`src/rtl/cfgld_pkg.sv`:
```
// Shared types and constants for the configuration sequencer.
// Assumes: error code values are visible to host software and must stay fixed.
package cfgld_pkg;

    typedef enum logic [3:0] {
        ST_IDLE,
        ST_RST,
        ST_RCHK,
        ST_HOUSE,
        ST_GAP,
        ST_STREAM,
        ST_DCHK,
        ST_PAD,
        ST_FIN
    } ld_state_t;

    localparam logic [1:0] ERR_NONE   = 2'd0;
    localparam logic [1:0] ERR_INVAL  = 2'd1;
    localparam logic [1:0] ERR_RSTCHK = 2'd2;
    localparam logic [1:0] ERR_NODONE = 2'd3;

    localparam int PAD_BYTES = 7;  // 56 zero clocks, above the 49 needed
    localparam int CHK_WAIT  = 2;  // cycles to let the synchroniser settle

endpackage

```
`src/rtl/cfgld_sync.sv`:
```
// Multi-flop synchroniser for one asynchronous level input.
// Assumes: STAGES >= 2; input is a slow level, not a pulse.
module cfgld_sync #(
    parameter int STAGES = 2
) (
    input  logic clk,
    input  logic rst_n,
    input  logic d_i,
    output logic q_o
);
    logic [STAGES-1:0] chain_q;

    // shift the asynchronous level through the flop chain
    always_ff @(posedge clk) begin
        if (!rst_n) chain_q <= '0;
        else        chain_q <= {chain_q[STAGES-2:0], d_i};
    end

    assign q_o = chain_q[STAGES-1];
endmodule

```
`src/rtl/cfgld_shift.sv`:
```
// SPI mode 0 byte shifter, MSB first. A load while idle starts a byte.
// The clock idles low and each phase lasts SCK_HALF system cycles.
// Assumes: load_i is only honoured while idle_o is high.
module cfgld_shift #(
    parameter int SCK_HALF = 2
) (
    input  logic       clk,
    input  logic       rst_n,
    input  logic       load_i,
    input  logic [7:0] byte_i,
    output logic       sck_o,
    output logic       mosi_o,
    output logic       idle_o
);
    localparam int HALF_W = $clog2(SCK_HALF + 1);
    localparam logic [HALF_W-1:0] HALF_END = HALF_W'(SCK_HALF - 1);

    logic              active_q;
    logic              sck_q;
    logic [7:0]        sr_q;
    logic [HALF_W-1:0] hcnt_q;
    logic [2:0]        bcnt_q;

    // phase timing, clock toggling and shifting on falling edges
    always_ff @(posedge clk) begin
        if (!rst_n) begin
            active_q <= 1'b0;
            sck_q    <= 1'b0;
            sr_q     <= '0;
            hcnt_q   <= '0;
            bcnt_q   <= '0;
        end else if (load_i && !active_q) begin
            active_q <= 1'b1;
            sck_q    <= 1'b0;
            sr_q     <= byte_i;
            hcnt_q   <= '0;
            bcnt_q   <= '0;
        end else if (active_q) begin
            if (hcnt_q == HALF_END) begin
                hcnt_q <= '0;
                if (!sck_q) begin
                    sck_q <= 1'b1;
                end else begin
                    sck_q  <= 1'b0;
                    sr_q   <= {sr_q[6:0], 1'b0};
                    bcnt_q <= bcnt_q + 3'd1;
                    if (bcnt_q == 3'd7) active_q <= 1'b0;
                end
            end else begin
                hcnt_q <= hcnt_q + 1'b1;
            end
        end
    end

    assign sck_o  = sck_q;
    assign mosi_o = sr_q[7];
    assign idle_o = !active_q;

    // data never moves while the clock is high
    a_r7_mosi_hold: assert property (@(posedge clk) disable iff (!rst_n)
        sck_o |-> $stable(mosi_o));
    // clock rests low between bytes
    a_r7_idle_low: assert property (@(posedge clk) disable iff (!rst_n)
        idle_o |-> !sck_o);
endmodule

```
`src/rtl/fpga_cfg_loader.sv`:
```
// Configuration sequencer for an FPGA loaded over slave SPI.
// Sequence: reset pulse with select held, done-low check, housekeeping wait,
// image stream, done-high check, zero padding, then status.
// Assumes: tgt_done_i is asynchronous; the image source holds a byte stable
// while valid is high; the SPI bus is not shared during a load.
module fpga_cfg_loader #(
    parameter int CLK_HZ       = 100_000_000,
    parameter int SCK_HALF     = 2,
    parameter int RST_CYCLES   = 100,
    parameter int HOUSE_CYCLES = 120_000
) (
    input  logic       clk,
    input  logic       rst_n,
    input  logic       start_i,
    input  logic       partial_i,
    output logic       busy_o,
    output logic       done_o,
    output logic       err_o,
    output logic [1:0] err_code_o,
    input  logic [7:0] img_data_i,
    input  logic       img_valid_i,
    input  logic       img_last_i,
    output logic       img_ready_o,
    output logic       tgt_rst_n_o,
    output logic       tgt_ss_n_o,
    output logic       tgt_sck_o,
    output logic       tgt_mosi_o,
    input  logic       tgt_done_i
);
    import cfgld_pkg::*;

    localparam int SCK_MAX_HZ = 25_000_000;
    localparam int SCK_MIN_HZ = 1_000_000;
    localparam int HALF_MIN   = (CLK_HZ + 2 * SCK_MAX_HZ - 1) / (2 * SCK_MAX_HZ);
    localparam int HALF_MAX   = CLK_HZ / (2 * SCK_MIN_HZ);
    localparam bit DIV_OK     = (SCK_HALF >= HALF_MIN) && (SCK_HALF <= HALF_MAX);
    localparam int TMR_TOP    = (RST_CYCLES > HOUSE_CYCLES) ? RST_CYCLES : HOUSE_CYCLES;
    localparam int TMR_W      = $clog2(TMR_TOP + 1);
    localparam int PAD_W      = $clog2(PAD_BYTES + 1);

    ld_state_t          state_q;
    logic [TMR_W-1:0]   tmr_q;
    logic [PAD_W-1:0]   pad_cnt_q;
    logic               last_seen_q;
    logic [1:0]         code_q;
    logic               done_s;
    logic               sh_idle;
    logic               accept;
    logic               pad_load;
    logic               sh_load;
    logic [7:0]         sh_byte;

    cfgld_sync #(.STAGES(2)) u_sync (
        .clk   (clk),
        .rst_n (rst_n),
        .d_i   (tgt_done_i),
        .q_o   (done_s)
    );

    cfgld_shift #(.SCK_HALF(SCK_HALF)) u_shift (
        .clk    (clk),
        .rst_n  (rst_n),
        .load_i (sh_load),
        .byte_i (sh_byte),
        .sck_o  (tgt_sck_o),
        .mosi_o (tgt_mosi_o),
        .idle_o (sh_idle)
    );

    // byte intake and padding feed for the shifter
    always_comb begin
        img_ready_o = (state_q == ST_STREAM) && sh_idle && !last_seen_q;
        accept      = img_ready_o && img_valid_i;
        pad_load    = (state_q == ST_PAD) && sh_idle &&
                      (pad_cnt_q != PAD_W'(PAD_BYTES));
        sh_load     = accept || pad_load;
        sh_byte     = (state_q == ST_PAD) ? 8'h00 : img_data_i;
    end

    // sequence control, phase timer and result code
    always_ff @(posedge clk) begin
        if (!rst_n) begin
            state_q     <= ST_IDLE;
            tmr_q       <= '0;
            pad_cnt_q   <= '0;
            last_seen_q <= 1'b0;
            code_q      <= ERR_NONE;
        end else begin
            case (state_q)
                ST_IDLE: begin
                    tmr_q       <= '0;
                    pad_cnt_q   <= '0;
                    last_seen_q <= 1'b0;
                    if (start_i) begin
                        if (partial_i || !DIV_OK) begin
                            code_q  <= ERR_INVAL;
                            state_q <= ST_FIN;
                        end else begin
                            code_q  <= ERR_NONE;
                            state_q <= ST_RST;
                        end
                    end
                end
                ST_RST: begin
                    if (tmr_q == TMR_W'(RST_CYCLES - 1)) begin
                        tmr_q   <= '0;
                        state_q <= ST_RCHK;
                    end else begin
                        tmr_q <= tmr_q + 1'b1;
                    end
                end
                ST_RCHK: begin
                    if (tmr_q == TMR_W'(CHK_WAIT)) begin
                        tmr_q <= '0;
                        if (done_s) begin
                            code_q  <= ERR_RSTCHK;
                            state_q <= ST_FIN;
                        end else begin
                            state_q <= ST_HOUSE;
                        end
                    end else begin
                        tmr_q <= tmr_q + 1'b1;
                    end
                end
                ST_HOUSE: begin
                    if (tmr_q == TMR_W'(HOUSE_CYCLES - 1)) begin
                        tmr_q   <= '0;
                        state_q <= ST_GAP;
                    end else begin
                        tmr_q <= tmr_q + 1'b1;
                    end
                end
                ST_GAP: begin
                    state_q <= ST_STREAM;
                end
                ST_STREAM: begin
                    if (accept && img_last_i) last_seen_q <= 1'b1;
                    if (last_seen_q && sh_idle) begin
                        tmr_q   <= '0;
                        state_q <= ST_DCHK;
                    end
                end
                ST_DCHK: begin
                    if (tmr_q == TMR_W'(CHK_WAIT)) begin
                        tmr_q <= '0;
                        if (!done_s) begin
                            code_q  <= ERR_NODONE;
                            state_q <= ST_FIN;
                        end else begin
                            state_q <= ST_PAD;
                        end
                    end else begin
                        tmr_q <= tmr_q + 1'b1;
                    end
                end
                ST_PAD: begin
                    if (pad_load) pad_cnt_q <= pad_cnt_q + 1'b1;
                    if (sh_idle && pad_cnt_q == PAD_W'(PAD_BYTES)) state_q <= ST_FIN;
                end
                ST_FIN: begin
                    state_q <= ST_IDLE;
                end
                default: state_q <= ST_IDLE;
            endcase
        end
    end

    // pin and status decode from the sequence state
    always_comb begin
        busy_o      = (state_q != ST_IDLE);
        done_o      = (state_q == ST_FIN) && (code_q == ERR_NONE);
        err_o       = (state_q == ST_FIN) && (code_q != ERR_NONE);
        err_code_o  = code_q;
        tgt_rst_n_o = (state_q != ST_RST);
        tgt_ss_n_o  = !((state_q == ST_RST)    || (state_q == ST_RCHK) ||
                        (state_q == ST_HOUSE)  || (state_q == ST_STREAM) ||
                        (state_q == ST_DCHK)   || (state_q == ST_PAD));
    end

    // a refused start reports code 1 next cycle with pins quiet
    a_r2_reject_quiet: assert property (@(posedge clk) disable iff (!rst_n)
        (start_i && !busy_o && (partial_i || !DIV_OK)) |=>
        (err_o && err_code_o == ERR_INVAL && tgt_ss_n_o && tgt_rst_n_o));
    // target reset is only pulled while selected
    a_r4_sel_with_reset: assert property (@(posedge clk) disable iff (!rst_n)
        !tgt_rst_n_o |-> !tgt_ss_n_o);
    // no serial clock outside the select window
    a_r8_sck_selected: assert property (@(posedge clk) disable iff (!rst_n)
        tgt_sck_o |-> !tgt_ss_n_o);
    // bytes are only taken during a load
    a_r8_ready_busy: assert property (@(posedge clk) disable iff (!rst_n)
        img_ready_o |-> busy_o);
    // success always carries the zero code
    a_r10_done_code: assert property (@(posedge clk) disable iff (!rst_n)
        done_o |-> (err_code_o == ERR_NONE && !err_o));
    // a start during a load does not end or restart it
    a_r12_ignore_start: assert property (@(posedge clk) disable iff (!rst_n)
        (busy_o && start_i && !done_o && !err_o) |=> busy_o);
endmodule

```
`config.mk`:
```
export PLATFORM = sky130hd
export DESIGN_NAME = fpga_cfg_loader
export DESIGN_NICKNAME = d
export VERILOG_FILES = /design/src/rtl/cfgld_pkg.sv /design/src/rtl/cfgld_sync.sv /design/src/rtl/cfgld_shift.sv /design/src/rtl/fpga_cfg_loader.sv
export SDC_FILE = /design/constraint.sdc
export NUM_CORES = 1
export LEC_CHECK = 0
export ABC_AREA = 1
export BUFFER_PORTS_ARGS = -buffer_cell sky130_fd_sc_hd__buf_2
export CAP_MARGIN = 0
export CORE_MARGIN = 4
export CORE_UTILIZATION = 53
export DETAILED_ROUTE_END_ITERATION = 10
export MAX_ROUTING_LAYER = met4
export PLACE_DENSITY = 0.76
export SYNTH_ARGS = -nofsm -noshare
export SYNTH_HDL_FRONTEND = slang
export SYNTH_SLANG_ARGS = --single-unit
```
`constraint.sdc`:
```
create_clock -name clk -period 1.5 [get_ports clk]
set_input_delay 0.15 -clock clk [delete_from_list [all_inputs] [get_ports clk]]
set_output_delay 0.15 -clock clk [all_outputs]
set_load 0.03 [all_outputs]
```
* Word level (Yosys, flattened, before mapping)
Cells that the tools add are included.
** Cells by class
- Add/sub/neg operators :: 4
- Multiplexer cells :: 39
- Bitwise gates (word level) :: 1
- Equality and inequality tests :: 27
- Reductions and logical operators :: 41
** Operators with widths (number)
- 17-bit one-hot mux with 5 select lines :: 1
- 17-bit two-way mux :: 4
- 4-bit two-way mux :: 10
- 8-bit two-way mux :: 5
- 4-bit one-hot mux with 8 select lines :: 1
- 17-bit by 1-bit adder with 17-bit output (second input constant) :: 1
- 17-bit equality test (second input constant) :: 1
- 17-bit by 2-bit equality test with 1-bit output (second input constant) :: 1
- 17-bit by 7-bit equality test with 1-bit output (second input constant) :: 1
- 4-bit by 3-bit equality test with 1-bit output (second input constant) :: 4
- 2-bit != test (second input constant) :: 7
- 2-bit two-way mux :: 6
- 2-bit nonzero test :: 6
- 1-bit logical AND :: 11
- 4-bit by 2-bit equality test with 1-bit output (second input constant) :: 2
- 1-bit two-way mux :: 8
- 2-bit by 1-bit != test with 1-bit output (second input constant) :: 4
- 2-bit AND reduction :: 4
- 7-bit AND reduction :: 1
- 3-bit by 1-bit adder with 3-bit output (second input constant) :: 2
- 3-bit equality test (second input constant) :: 2
- 1-bit logical OR :: 6
- 2-bit one-hot mux with 3 select lines :: 1
- 3-bit one-hot mux with 2 select lines :: 1
- 18 further kinds :: 22
** Storage, ports and cells
- Word-level logic and storage cells :: 123
- Output and inout port bits :: 10
- Input bits :: 15
- Register bits after elaboration :: 44

* Logic depth before layout (Yosys ltp)
Gate-level depths: netlist (run 1).
- Depth after elaboration :: 8
- Gate-level depth with buffers :: 12
- Depth with buffers taken out :: 12

* Modules after synthesis
Synthesis (run 1) repeated with hierarchy kept, for this count alone.
** Unflattened totals
- Cell total of the unflattened synthesis :: 420
- Area, all modules :: 2656.3 µm²
** By module, submodules not included
- fpga_cfg_loader :: instances 1, sequential area each 540.5 µm², area each 1929.4 µm², cells each 322
- cfgld_shift :: instances 1, sequential area each 300.3 µm², area each 671.9 µm², cells each 92
- cfgld_sync :: instances 1, sequential area each 40.0 µm², area each 55.1 µm², cells each 6

* Worst setup path after synthesis (run 1)
No wires, ideal clock.
- Kind :: register -> register
- Start point :: register tmr_q[0]
- End point :: register tmr_q[15]
- Required time :: 1.373 ns
- Arrival :: 1.437 ns
- Setup slack :: -0.065 ns
- Cell stages (with the launch flop) :: 11
- Buffers on the path :: 0
- Cells stage by stage :: dfxtp_1 > ha_1 > nand2_1 > nor2_1 > nand2_1 > nor2_1 > nand2_1 > nand2_1 > nand3_2 > o21bai_2 > nor2_1
** Between the ends
- Longest elaborated chain between the ends :: 3
- Elaborated cells between the ends (all ways) :: 8
- Classes of those cells :: 1 x add/sub; 3 x eq/ne; 4 x mux
** Ends and longest elaborated chain
- start: declaration :: line fpga_cfg_loader.sv:42 : logic [TMR_W-1:0] tmr_q;
- start signal: assignment :: line fpga_cfg_loader.sv:109 : tmr_q <= tmr_q + 1'b1;
- start signal: assignment :: line fpga_cfg_loader.sv:122 : tmr_q <= tmr_q + 1'b1;
- start signal: assignment :: line fpga_cfg_loader.sv:130 : tmr_q <= tmr_q + 1'b1;
- 17-bit by 1-bit adder with 17-bit output (tied with other cells)
- 17-bit two-way mux (on tied branches)
- 17-bit one-hot mux with 5 select lines (*) :: line fpga_cfg_loader.sv:89 : case (state_q)
Mark *: on every way between the ends. The rest lies on a longest branch, timed or not.
A chain may end at the register's enable or synchronous reset.

* Worst setup path after layout (run 1)
- Start point :: register state_q[0]
- End point :: output port tgt_rst_n_o
** Between the ends
- Longest elaborated chain between the ends :: 1
** Ends and longest elaborated chain
- start: declaration :: line fpga_cfg_loader.sv:41 : ld_state_t state_q;
- start signal: assignment :: line fpga_cfg_loader.sv:83 : state_q <= ST_IDLE;
- start signal: assignment :: line fpga_cfg_loader.sv:97 : state_q <= ST_FIN;
- start signal: assignment :: line fpga_cfg_loader.sv:100 : state_q <= ST_RST;
- 4-bit by 1-bit != test with 1-bit output :: line fpga_cfg_loader.sv:174 : tgt_rst_n_o = (state_q != ST_RST);
- end: declaration :: line fpga_cfg_loader.sv:24 : output logic tgt_rst_n_o,
No other way between the ends.

==> qor.txt, run 1 <==
SYNTHESIS
-------------------------------------------------------------------------------------
Netlist area before placement ..........................................     2450 um2
Avg Synthesized Cell Area ..............................................     6.50 um2
YS warnings ............................................................            0
Cell with the most instances after synthesis ........................... sky130_fd_sc_hd__nand2_1
Cell types with the largest area share after synthesis ................. sky130_fd_sc_hd__dfxtp_1 (36%), sky130_fd_sc_hd__nand2_1 (14%), sky130_fd_sc_hd__nor2_1 (11%), sky130_fd_sc_hd__nand3_1 (7.4%), sky130_fd_sc_hd__inv_1 (6.0%)
Unique cell type count in the Yosys netlist ............................           33
Dominant cell type by area after synthesis ............................. sky130_fd_sc_hd__dfxtp_1
Async set-reset flop share out of synthesis ............................            0
Post-synthesis share of cell area spent on and, or, nand and nor gates .        0.406
Syn Nets ...............................................................          398
Sequential cell area fraction in the yosys report ......................        0.360
Main combinational cell family by area after synthesis ................. simple AND/OR/NAND/NOR gates
Synthesized-area fraction occupied by ao, oa, aoi and oai cells ........       0.0965
Top FF cell, synth ..................................................... sky130_fd_sc_hd__dfxtp_1
Post-synth top area share ..............................................        0.360
Most frequent cells after synthesis .................................... sky130_fd_sc_hd__nand2_1 (94), sky130_fd_sc_hd__nor2_1 (69), sky130_fd_sc_hd__dfxtp_1 (44), sky130_fd_sc_hd__inv_1 (39), sky130_fd_sc_hd__nand3_1 (36)
Number of enable flip-flop cells after synthesis .......................            0
Flip-flop and latch count after synthesis ..............................           44
Adder and majority gate portion of the synthesized area ................       0.0306
XOR/XNOR Fraction of Synth Area ........................................       0.0250
Portion of netlist area occupied by mux cells ..........................      0.00409
Number of cells produced by synthesis ..................................          377

ROUTE
-------------------------------------------------------------------------------------
TritonRoute pass-1 iters ...............................................            5
DRC Markers ............................................................            0
Total detailed-routing wirelength ......................................      6.81 mm
Antenna-violating nets left ............................................            0
1st-iter DRT viols .....................................................          171
Vias ...................................................................         2723
Average wire per standard cell .........................................      13.4 um
Routed vias/inst .......................................................         5.34

GLOBAL ROUTE
-------------------------------------------------------------------------------------
Largest net degree at the start of global routing ......................           21
Via count of the first global-routing pass .............................         2592
Number of antenna violations at the first check in global routing ......            0
Total overflow reported by the global router ...........................            0
Wire length of the first global-routing pass ...........................      11.4 mm
Global router's overall resource usage .................................        0.238

CRITICAL PATH
-------------------------------------------------------------------------------------
Worst path arrival time ................................................      1.45 ns
Maximum fanout encountered on the critical timing path .................            4
Required time of the critical path .....................................      1.35 ns
Critical Path Sink Type ................................................  output port
Critical path class .................................................... flop to output port
Worst Setup Start Kind .................................................         flop
R2r setup slk ..........................................................      -0.1 ns

CTS
-------------------------------------------------------------------------------------
Clock tree root driver cell ............................................ sky130_fd_sc_hd__clkbuf_8
Clk Latency, worst-skew pair ...........................................      0.30 ns
Number of buffers added to fix hold violations after cts ...............            0
Number of clock sinks seen by CTS ......................................           44
Number of buffers on the longest clock path ............................            2
Clk slew on worst S/H paths ............................................      0.08 ns
Depth of the CTS H-tree ................................................            2
TritonCTS Buffers ......................................................            5
Clock tree from TritonCTS ..............................................         done

FLOORPLANNING
-------------------------------------------------------------------------------------
Die outline height .....................................................      76.0 um
Area enclosed by the die boundary ......................................     5770 um2
Cell Rows ..............................................................           24
Initial core utilization ...............................................        0.555
Horizontal extent of the die ...........................................      76.0 um
Top-level I/O count ....................................................           25
Core ar. ...............................................................     4410 um2

TIMING
-------------------------------------------------------------------------------------
Setup-violating endpoint count in the final report .....................           22
Final Slew Violations ..................................................            0
Final clock skew .......................................................   0.00529 ns
Setup WS post-layout ...................................................   -0.0998 ns
Tcrit/Tclk final .......................................................         1.07
Hold violation total from the final report .............................            0
Headroom to the max-slew limit .........................................        0.743
Fmax ...................................................................      625 MHz
Time the worst path needs with I/O delays and setup ....................      1.60 ns
RSZ-0062 raised after global routing ...................................         true
Pin slew with the least headroom to its limit ..........................     0.385 ns

POWER
-------------------------------------------------------------------------------------
Power per cell area ....................................................  1410 nW/um2
Worst voltage drop across the vdd grid .................................      1.06 mV
Total design power .....................................................      4720 uW
Leak pwr ...............................................................   0.00152 uW

LAYOUT
-------------------------------------------------------------------------------------
Nets ...................................................................          478
Share of final-layout standard cells stronger than drive strength 1 ....        0.303
Final core utilization .................................................        0.760
Count of filler cells inserted in the layout ...........................          344
Area taken by flip-flops and latches ...................................      896 um2
Relative area change from synthesis to final layout ....................        36.9%
Antenna diode count ....................................................            0
Area of the multi-input gates ..........................................     1550 um2

PLACED DESIGN
-------------------------------------------------------------------------------------
Dpl ws .................................................................    -0.136 ns
Sum of net half-perimeters after detailed placement ....................      4.68 mm
Input/output buffers ...................................................           24
Global placement routability congestion ................................        0.891

STATUS
-------------------------------------------------------------------------------------
Violated checks ........................................................ negative setup slack
Result of the run ...................................................... complete, but fails checks

JOB
-------------------------------------------------------------------------------------
Reported max-cap violation count .......................................            0

HOLD PATH
-------------------------------------------------------------------------------------
Path class of the lowest-slack min-delay path .......................... input port to flop

[timing repair]
item                                    4_1_cts  5_1_grt
pin swaps                                    21       15
buffers inserted                              7        1
cloned                                        1        1
hold endpoints to repair                      0        0
gates resized for setup                      38       18
endpoints found under the setup margin       34       43
[kinds of logic (layout without fill, tap and decap cells)]
| logic type | count (synthesis) | after routing |
|---|---|---|
| simple gates | 228 | 228 |
| fa+ha+maj | 6 | 6 |
| compound gates | 42 | 43 |
| xor+xnor | 7 | 7 |
| mux | 1 | 1 |
| flops | 44 | 44 |
| buf+inv | 49 | 129 |
[flip-flops by register name, summed over array words and instances (netlist names), 2 cells and up]
name / cells
u_shift.sr_q: 8
err_code_o: 2
u_sync.chain_q: 2
pad_cnt_q: 3
u_shift.bcnt_q: 3
u_shift.hcnt_q: 2
tmr_q: 17
state_q: 4
[metal layers]
layer  part of all wire  track usage  vias up
met4              0.015       0.0783        0
li1                   -            -     1377
met3              0.049       0.0378       13
met5                  0            -        -
met1               0.43        0.293     1258
met2               0.51        0.395       75
[final timing paths]
check / start / to / depth (start not counted)
worst max-delay path: state_q[0] / tgt_rst_n_o / 8
worst min-delay path: tgt_done_i / u_sync.chain_q[0] / 3
worst max register to register: tmr_q[1] / state_q[1] / 11
worst min register to register: u_sync.chain_q[0] / u_sync.chain_q[1] / 2
[power breakdown]
group / internal, uW / leakage (uW) / switching, uW
Combinational: 966 / 0.00109 / 1380
Sequential: 1270 / 0.000359 / 110
Clock: 588 / 0.0000645 / 411
[through the flow]
| step | cells | setup TNS (ns) | hold WS, ns | area [um2] |
|---|---|---|---|---|
| 2_1_floorplan | 377 | -0.161 | 0.248 | 2470 |
| 3_3_place_gp | 493 | -0.443 | 0.330 | 2970 |
| 3_5_place_dp | 493 | -2.08 | 0.334 | 2970 |
| 4_1_cts | 508 | -0.772 | 0.0204 | 3280 |
| 5_1_grt | 510 | -4.56 | 0.0621 | 3350 |
| 6_report | 510 | -1.13 | 0.0265 | 3350 |
[worst max-delay path: stages (launching register included)]
cell and delay, ns:
sky130_fd_sc_hd__dfxtp_2 0.38, sky130_fd_sc_hd__inv_2 0.07, sky130_fd_sc_hd__nor2_4 0.12, sky130_fd_sc_hd__buf_6 0.12, sky130_fd_sc_hd__inv_1 0.05, sky130_fd_sc_hd__nor2_2 0.12, sky130_fd_sc_hd__buf_4 0.13, sky130_fd_sc_hd__inv_1 0.04
sky130_fd_sc_hd__buf_6 0.13
[cell type report]
cell class                 instances  share of cell area
clock buffer                       7              0.0287
timing repair buffer              76               0.162
inverter                          44              0.0511
timing repair inverter             1             0.00149
tap                               52              0.0194
multi-input combinational        285               0.461
clock inverter                     1             0.00896
sequential                        44               0.267
[cells in the final DEF (no fill, tap or decap), types with 2 or more instances in the layout]
cell / netlist / final
sky130_fd_sc_hd__nor2_4: 1 / 5
sky130_fd_sc_hd__o21ai_0: 17 / 17
sky130_fd_sc_hd__clkbuf_8: 0 / 7
sky130_fd_sc_hd__nor3_1: 7 / 4
sky130_fd_sc_hd__dfxtp_2: 0 / 3
sky130_fd_sc_hd__o21ai_1: 4 / 4
sky130_fd_sc_hd__xor2_1: 6 / 6
sky130_fd_sc_hd__inv_2: 4 / 5
sky130_fd_sc_hd__dfxtp_1: 44 / 38
sky130_fd_sc_hd__buf_2: 0 / 20
sky130_fd_sc_hd__nor3_2: 2 / 4
sky130_fd_sc_hd__buf_6: 1 / 6
sky130_fd_sc_hd__nand2_2: 2 / 11
sky130_fd_sc_hd__ha_4: 0 / 2
sky130_fd_sc_hd__nand3_1: 36 / 35
sky130_fd_sc_hd__nand4_1: 7 / 7
sky130_fd_sc_hd__dfxtp_4: 0 / 3
sky130_fd_sc_hd__nor2_2: 5 / 8
sky130_fd_sc_hd__o21bai_4: 0 / 2
sky130_fd_sc_hd__nand3_2: 3 / 3
sky130_fd_sc_hd__o211ai_1: 2 / 2
sky130_fd_sc_hd__buf_4: 0 / 50
sky130_fd_sc_hd__ha_1: 6 / 4
sky130_fd_sc_hd__nor2_1: 69 / 62
sky130_fd_sc_hd__a21oi_1: 12 / 11
sky130_fd_sc_hd__inv_1: 39 / 37
sky130_fd_sc_hd__nand2_1: 94 / 84
(Power assumes the default switching activity.)
==> inputs of run 2 (changes only) <==
--- a/config.mk
+++ b/config.mk
@@ -12,7 +12,8 @@
 export CORE_UTILIZATION = 53
 export DETAILED_ROUTE_END_ITERATION = 10
 export MAX_ROUTING_LAYER = met4
-export PLACE_DENSITY = 0.76
+export PLACE_DENSITY = 0.82
+export REMOVE_ABC_BUFFERS = 1
 export SYNTH_ARGS = -nofsm -noshare
 export SYNTH_HDL_FRONTEND = slang
 export SYNTH_SLANG_ARGS = --single-unit
==> run 2 against run 1 <==
  * The flow still finishes with violations (negative setup slack)
  * Worst setup slack got worse by 0.11 ns
  * Total power rose by 12%
  * Clock power fell by 20%
  * Sequential share of layout area fell by 2.0 points
  * Combinational power rose by 32%
  * Routed wire length rose by 35%
  * Clock skew rose by 0.0053 ns
  * Clock-buffer cell count fell by 1
  * Sequential cell count did not move
  * Cell area rose by 9.2%
  * Utilization rose by 7.0 points
  * Critical endpoint is now state_q[0]
  * Highest routed layer unchanged
==> qor.txt, run 2 (synthesized netlist as in run 1, its figures left out) <==
CRITICAL PATH
------------------------------------------------------------------------------------
Count of buffering cells on the critical path with inverters included .            0
Largest stage delay, worst path .......................................      0.37 ns
Cells along the critical path ......................................... ha_4 -> nand2_2 -> nor2_1 -> nand2_1 -> nor2_1 -> nand2_1 -> nand2_2 -> nand2_2 -> nor2_4 -> nand2_1 -> nand2_1 -> nor2_1
Critical path's top delay family ...................................... simple AND/OR/NAND/NOR gates
Critical path class ................................................... flop to flop
Library cell appearing most often on the critical path ................ sky130_fd_sc_hd__nand2_1
Master of the slowest instance on the critical path ................... sky130_fd_sc_hd__dfxtp_4
Worst Setup Start Kind ................................................         flop
Required time of the critical path ....................................      1.70 ns
Worst path arrival time ...............................................      1.91 ns
Maximum fanout encountered on the critical timing path ................            7
Critical Path Sink Type ...............................................         flop

TIMING
------------------------------------------------------------------------------------
Fmax ..................................................................      585 MHz
RSZ-0062 raised after global routing ..................................         true
Final Slew Violations .................................................            0
Setup WS post-layout ..................................................    -0.209 ns
Pin slew with the least headroom to its limit .........................     0.375 ns
Final clock skew ......................................................    0.0106 ns
Tcrit/Tclk final ......................................................         1.14
Headroom to the max-slew limit ........................................        0.750
Final total negative setup slack ......................................     -4.12 ns
Hold violation total from the final report ............................            0
Time the worst path needs with I/O delays and setup ...................      1.71 ns
Setup-violating endpoint count in the final report ....................           39
Final hold slack ......................................................    0.0190 ns

GLOBAL ROUTE
------------------------------------------------------------------------------------
Total overflow reported by the global router ..........................            0
Wire length of the first global-routing pass ..........................      11.9 mm
Global router's overall resource usage ................................        0.252
Number of antenna violations at the first check in global routing .....            0
Via count of the first global-routing pass ............................         2773
Largest net degree at the start of global routing .....................           16

PLACED DESIGN
------------------------------------------------------------------------------------
Global placement routability congestion ...............................        0.927
Dpl ws ................................................................    -0.189 ns
Input/output buffers ..................................................           24
Sum of net half-perimeters after detailed placement ...................      4.71 mm

STATUS
------------------------------------------------------------------------------------
Violated checks ....................................................... negative setup slack
Result of the run ..................................................... complete, but fails checks

LAYOUT
------------------------------------------------------------------------------------
Area taken by flip-flops and latches ..................................      905 um2
Most frequent cells in the layout ..................................... sky130_fd_sc_hd__nand2_1 (75), sky130_fd_sc_hd__buf_4 (56), sky130_fd_sc_hd__nor2_1 (55), sky130_fd_sc_hd__dfxtp_1 (33), sky130_fd_sc_hd__inv_1 (30)
Final core utilization ................................................        0.829
Antenna diode count ...................................................            0
Relative area change from synthesis to final layout ...................        49.4%
Largest regs .......................................................... tmr_q: 17 flops, u_shift.sr_q: 8 flops, state_q: 4 flops
Largest register FFs ..................................................           17
Area of the multi-input gates .........................................     1780 um2
Leading cell type in the layout, fill and taps excluded ............... sky130_fd_sc_hd__nand2_1
Share of final-layout standard cells stronger than drive strength 1 ...        0.416
Count of filler cells inserted in the layout ..........................          231
Reg with most FFs .....................................................        tmr_q
Nets ..................................................................          489

FLOORPLANNING
------------------------------------------------------------------------------------
Top-level I/O count ...................................................           25
Core ar. ..............................................................     4410 um2
Initial core utilization ..............................................        0.555
Area enclosed by the die boundary .....................................     5770 um2
Cell Rows .............................................................           24
Die outline height ....................................................      76.0 um
Horizontal extent of the die ..........................................      76.0 um

ROUTE
------------------------------------------------------------------------------------
Total length of routed met2 wires .....................................      4.54 mm
Highest metal layer with signal wires .................................         met4
Routed vias/inst ......................................................         6.00
Total detailed-routing wirelength .....................................      9.22 mm
TritonRoute pass-1 iters ..............................................            5
Total met3 wirelength after detailed routing ..........................       755 um
Vias ..................................................................         3125
DRC Markers ...........................................................            0
Average wire per standard cell ........................................      17.7 um
1st-iter DRT viols ....................................................          432
Antenna-violating nets left ...........................................            0
Length of routed wiring on met1 .......................................      3.45 mm

CTS
------------------------------------------------------------------------------------
Number of buffers added to fix hold violations after cts ..............            0
Number of buffers on the longest clock path ...........................            2
Number of clock sinks seen by CTS .....................................           44
Clock tree root driver cell ........................................... sky130_fd_sc_hd__clkbuf_8
Depth of the CTS H-tree ...............................................            2
Clk slew on worst S/H paths ...........................................      0.09 ns
Clk Latency, worst-skew pair ..........................................      0.31 ns
TritonCTS Buffers .....................................................            5
Clock tree from TritonCTS .............................................         done

JOB
------------------------------------------------------------------------------------
Reported max-cap violation count ......................................            0

HOLD PATH
------------------------------------------------------------------------------------
Path class of the lowest-slack min-delay path ......................... input port to flop

POWER
------------------------------------------------------------------------------------
Power per cell area ...................................................  1440 nW/um2
Worst voltage drop across the vdd grid ................................      1.38 mV
Total design power ....................................................      5280 uW
Leak pwr ..............................................................   0.00164 uW

==> run 2: final timing paths <==
| kind | from | to | slack (ns) | cells past startpoint |
|---|---|---|---|---|
| worst max-delay path | tmr_q[0] | state_q[0] | -0.21 | 12 |
| worst min register to register | u_sync.chain_q[0] | u_sync.chain_q[1] | 0.44 | 2 |
| worst min-delay path | tgt_done_i | u_sync.chain_q[0] | 0.02 | 3 |
| worst max register to register | tmr_q[0] | state_q[0] | -0.21 | 12 |
==> run 2: timing repair <==
action                                 CTS  global route
setup buffers                            9            10
setup endpoints to repair               29            44
gates cloned                             1             2
endpoints found under the hold margin    0             0
pin swaps                               18            31
gates resized for setup                 56            82
==> run 2: report_power, final <==
part / switching, uW / total [uW] / internal (uW)
clock: 430 / 799 / 368
sequential: 116 / 1390 / 1270
combinational: 1830 / 3090 / 1260
==> run 2: metrics by stage <==
stage          instance area (um2)  cells
2_1_floorplan                 2420    372
3_3_place_gp                  2950    493
3_5_place_dp                  2950    493
4_1_cts                       3330    511
5_1_grt                       3660    521
6_report                      3660    521
==> run 2: cell type report <==
cell class | count | share of cell area
multi-input combinational | 286 | 0.487
sequential | 44 | 0.247
timing repair buffer | 86 | 0.173
inverter | 44 | 0.0478
clock buffer | 6 | 0.0226
tap | 52 | 0.0178
clock inverter | 2 | 0.00273
timing repair inverter | 1 | 0.00205
==> run 2: worst reg2reg max path: stages, from the launching register on <==
cell and delay (ns):
sky130_fd_sc_hd__dfxtp_4 0.37, sky130_fd_sc_hd__ha_4 0.15, sky130_fd_sc_hd__nand2_2 0.06, sky130_fd_sc_hd__nor2_1 0.12
sky130_fd_sc_hd__nand2_1 0.10, sky130_fd_sc_hd__nor2_1 0.12, sky130_fd_sc_hd__nand2_1 0.09, sky130_fd_sc_hd__nand2_2 0.10
sky130_fd_sc_hd__nand2_2 0.08, sky130_fd_sc_hd__nor2_4 0.19, sky130_fd_sc_hd__nand2_1 0.10, sky130_fd_sc_hd__nand2_1 0.07
sky130_fd_sc_hd__nor2_1 0.05
==> run 2: metal layers <==
| metal | global-route usage | up-vias |
|---|---|---|
| met5 | - | - |
| met4 | 0.112 | 0 |
| met3 | 0.0520 | 67 |
| met2 | 0.414 | 213 |
| met1 | 0.295 | 1449 |
| li1 | - | 1396 |
==> inputs of run 3 (changes only) <==
--- a/config.mk
+++ b/config.mk
@@ -10,10 +10,12 @@
 export CAP_MARGIN = 0
 export CORE_MARGIN = 4
 export CORE_UTILIZATION = 53
+export CTS_CLUSTER_DIAMETER = 30
 export DETAILED_ROUTE_END_ITERATION = 10
 export MAX_ROUTING_LAYER = met4
-export PLACE_DENSITY = 0.82
+export PLACE_DENSITY = 0.81
 export REMOVE_ABC_BUFFERS = 1
 export SYNTH_ARGS = -nofsm -noshare
 export SYNTH_HDL_FRONTEND = slang
+export SYNTH_HIERARCHICAL = 1
 export SYNTH_SLANG_ARGS = --single-unit
==> run 3 against run 2 <==
  * The flow still finishes with violations (negative setup slack)
  * Clock power rose by 16%
  * Cell area grew 3.9%
  * Synthesized area is 8.4% higher
  * Combinational power down 2%
  * Total power increased by 1.5%
  * Register-to-register slack got worse by 0.04 ns
  * Fmax decreased by 2.4%
  * Sequential share of layout area decreased by 0.93 points
  * Synthesized cell count rose by 11%
  * Clock skew shrank 0.0050 ns
  * Utilization decreased by 3.5 points
  * Critical path type unchanged
  * Critical endpoint is now u_shift/sr_q[4]
  * Largest cell class unchanged
  * Largest power group unchanged
  * Highest routed layer unchanged
==> qor.txt, run 3 <==
STATUS
----------------------------------------------------------------------------------
Result of the run ................................................... complete, but fails checks
Violated checks ..................................................... negative setup slack

TIMING
----------------------------------------------------------------------------------
Hold violation total from the final report ..........................            0
Setup-violating endpoint count in the final report ..................           43
Pin slew with the least headroom to its limit .......................     0.403 ns
Headroom to the max-slew limit ......................................        0.731
Tcrit/Tclk final ....................................................         1.17
Setup WS post-layout ................................................    -0.252 ns
Final Slew Violations ...............................................            0
Final clock skew ....................................................   0.00567 ns
Time the worst path needs with I/O delays and setup .................      1.75 ns
RSZ-0062 raised after global routing ................................         true
Fmax ................................................................      571 MHz

CRITICAL PATH
----------------------------------------------------------------------------------
Startpoint of the worst register-to-register path ...................   state_q[0]
Depth of the most critical reg-to-reg path ..........................           11
Critical path class ................................................. flop to flop
Required time of the critical path ..................................      1.69 ns
Terminus of the critical flop-to-flop path .......................... u_shift/sr_q[4]
Worst path arrival time .............................................      1.94 ns
Maximum fanout encountered on the critical timing path ..............            8
Critical Path Sink Type .............................................         flop
Worst Setup Start Kind ..............................................         flop
R2r setup slk .......................................................     -0.25 ns

SYNTHESIS
----------------------------------------------------------------------------------
Cell types with the largest area share after synthesis .............. sky130_fd_sc_hd__dfxtp_1 (33%), sky130_fd_sc_hd__nand2_1 (14%), sky130_fd_sc_hd__nor2_1 (12%), sky130_fd_sc_hd__inv_1 (7.2%), sky130_fd_sc_hd__nand3_1 (6.4%)
YS warnings .........................................................            6
Number of enable flip-flop cells after synthesis ....................            0
Unique cell type count in the Yosys netlist .........................           30
Post-synth top area share ...........................................        0.332
Sequential cell area fraction in the yosys report ...................        0.332
Cell with the most instances after synthesis ........................ sky130_fd_sc_hd__nand2_1
Async set-reset flop share out of synthesis .........................            0
Flip-flop and latch count after synthesis ...........................           44
Most frequent cells after synthesis ................................. sky130_fd_sc_hd__nand2_1 (102), sky130_fd_sc_hd__nor2_1 (87), sky130_fd_sc_hd__inv_1 (51), sky130_fd_sc_hd__dfxtp_1 (44), sky130_fd_sc_hd__nand3_1 (34)
Top FF cell, synth .................................................. sky130_fd_sc_hd__dfxtp_1
Avg Synthesized Cell Area ...........................................     6.32 um2
Dominant cell type by area after synthesis .......................... sky130_fd_sc_hd__dfxtp_1
Number of cells produced by synthesis ...............................          420
Netlist area before placement .......................................     2660 um2

LAYOUT
----------------------------------------------------------------------------------
Antenna diode count .................................................            0
Reg with most FFs ...................................................        tmr_q
Relative area change from synthesis to final layout .................        43.2%
Most frequent cells in the layout ................................... sky130_fd_sc_hd__nand2_1 (87), sky130_fd_sc_hd__nor2_1 (71), sky130_fd_sc_hd__buf_4 (51), sky130_fd_sc_hd__inv_1 (47), sky130_fd_sc_hd__dfxtp_1 (33)
Leading cell type in the layout, fill and taps excluded ............. sky130_fd_sc_hd__nand2_1
Count of filler cells inserted in the layout ........................          255
Final core utilization ..............................................        0.795
Final Cell Area .....................................................     3800 um2
Share of final-layout standard cells stronger than drive strength 1 .        0.370
Area taken by flip-flops and latches ................................      905 um2
Nets ................................................................          526
Area of the multi-input gates .......................................     1830 um2
Largest regs ........................................................ tmr_q: 17 flops, u_shift/sr_q: 8 flops, state_q: 4 flops
Largest register FFs ................................................           17

FLOORPLANNING
----------------------------------------------------------------------------------
Horizontal extent of the die ........................................      78.8 um
Core ar. ............................................................     4790 um2
Top-level I/O count .................................................           25
Die outline height ..................................................      78.8 um
Area enclosed by the die boundary ...................................     6210 um2
Cell Rows ...........................................................           25
Initial core utilization ............................................        0.555

ROUTE
----------------------------------------------------------------------------------
TritonRoute pass-1 iters ............................................            8
Antenna-violating nets left .........................................            0
Total detailed-routing wirelength ...................................      10.1 mm
Routed vias/inst ....................................................         6.03
1st-iter DRT viols ..................................................          386
Average wire per standard cell ......................................      17.6 um
DRC Markers .........................................................            0
Vias ................................................................         3453

CTS
----------------------------------------------------------------------------------
Number of buffers on the longest clock path .........................            2
Number of clock sinks seen by CTS ...................................           44
Clk Latency, worst-skew pair ........................................      0.30 ns
Clock tree root driver cell ......................................... sky130_fd_sc_hd__clkbuf_8
Clock tree from TritonCTS ...........................................         done
Depth of the CTS H-tree .............................................            2
TritonCTS Buffers ...................................................            5
Number of buffers added to fix hold violations after cts ............            0
Clk slew on worst S/H paths .........................................      0.09 ns

POWER
----------------------------------------------------------------------------------
Worst voltage drop across the vdd grid ..............................      1.33 mV
Power per cell area .................................................  1410 nW/um2
Leak pwr ............................................................   0.00171 uW

PLACED DESIGN
----------------------------------------------------------------------------------
Global placement routability congestion .............................        0.937
Sum of net half-perimeters after detailed placement .................      5.24 mm
Input/output buffers ................................................           24
Instance area after placement .......................................     3230 um2

GLOBAL ROUTE
----------------------------------------------------------------------------------
Largest net degree at the start of global routing ...................           14
Global router's overall resource usage ..............................        0.273
Via count of the first global-routing pass ..........................         3073
Total overflow reported by the global router ........................            0
Number of antenna violations at the first check in global routing ...            0
Wire length of the first global-routing pass ........................      13.3 mm

HOLD PATH
----------------------------------------------------------------------------------
Path class of the lowest-slack min-delay path ....................... input port to flop
Worst Hold Endpoint ................................................. u_sync/chain_q[0]
Critical hold path startpoint .......................................   tgt_done_i
Min-Delay Path Depth ................................................            3

JOB
----------------------------------------------------------------------------------
Reported max-cap violation count ....................................            0

-- run 3: power breakdown --
group          switching [uW]  internal [uW]
Combinational            1850           1190
Sequential                107           1280
Clock                     435            495
Total                    2390           2970
-- run 3: cell type report --
class | count | share of cell area
Multi-Input combinational cell | 313 | 0.482
Sequential cell | 44 | 0.238
Timing Repair Buffer | 85 | 0.173
Inverter | 56 | 0.0572
Tap cell | 67 | 0.0220
Clock buffer | 6 | 0.0191
Clock inverter | 2 | 0.00921
-- run 3: worst max-delay path: stages (launching register included) --
cell and delay [ns]:
sky130_fd_sc_hd__dfxtp_2 0.37, sky130_fd_sc_hd__inv_2 0.06, sky130_fd_sc_hd__nor2_4 0.09, sky130_fd_sc_hd__nand2_2 0.09
sky130_fd_sc_hd__nor3_4 0.22, sky130_fd_sc_hd__nand2_1 0.13, sky130_fd_sc_hd__nand2_2 0.16, sky130_fd_sc_hd__nand2_4 0.15
sky130_fd_sc_hd__nand2_1 0.11, sky130_fd_sc_hd__nand2_1 0.08, sky130_fd_sc_hd__nand2_1 0.12, sky130_fd_sc_hd__a21oi_2 0.06
-- run 3: per-layer routing --
| metal | track usage | part of all wire | vias to the layer above |
|---|---|---|---|
| met5 | - | 0 | - |
| met4 | 0.107 | 0.067 | 0 |
| met3 | 0.0431 | 0.11 | 91 |
| met2 | 0.482 | 0.47 | 295 |
| met1 | 0.309 | 0.35 | 1565 |
| li1 | - | - | 1502 |
-- run 3: how the worst max path moves through the flow --
stage                      start           endpoint  cells past startpoint
floorplan             state_q[0]  u_shift/hcnt_q[0]                     11
global placement    pad_cnt_q[0]    u_shift/sr_q[3]                      9
detailed placement  pad_cnt_q[0]  u_shift/hcnt_q[0]                     10
CTS                   state_q[1]             done_o                      6
global route          state_q[0]    u_shift/sr_q[5]                     11
finish                state_q[0]    u_shift/sr_q[4]                     11
-- run 3: logic make-up after synthesis --
group           after synthesis  synth area share
compound gates               49             0.103
xor+xnor                      6            0.0198
fa+ha+maj                     6            0.0283
buf+inv                      64             0.108
flops                        44             0.332
simple gates                251             0.409
-- run 3: timing repair --
action | 4_1_cts | 5_1_grt
setup buffers | 3 | 2
gates cloned | 1 | 0
resized for setup | 65 | 69
pin swaps | 12 | 23
setup endpoints to repair | 44 | 47
-- run 3: per-stage QoR --
step	std cells	total power [uW]	hold WS (ns)	setup WS [ns]	TNS (ns)
after floorplan	412	2550	0.243	-0.769	-12.20
after global placement	559	3510	0.330	-0.0910	-1.50
after detailed placement	559	3570	0.348	-0.180	-3.46
after CTS	571	4830	0.0410	-0.0865	-0.967
after global routing	573	5560	0.0498	-0.326	-8.79
final	573	5360	0.0314	-0.252	-5.40
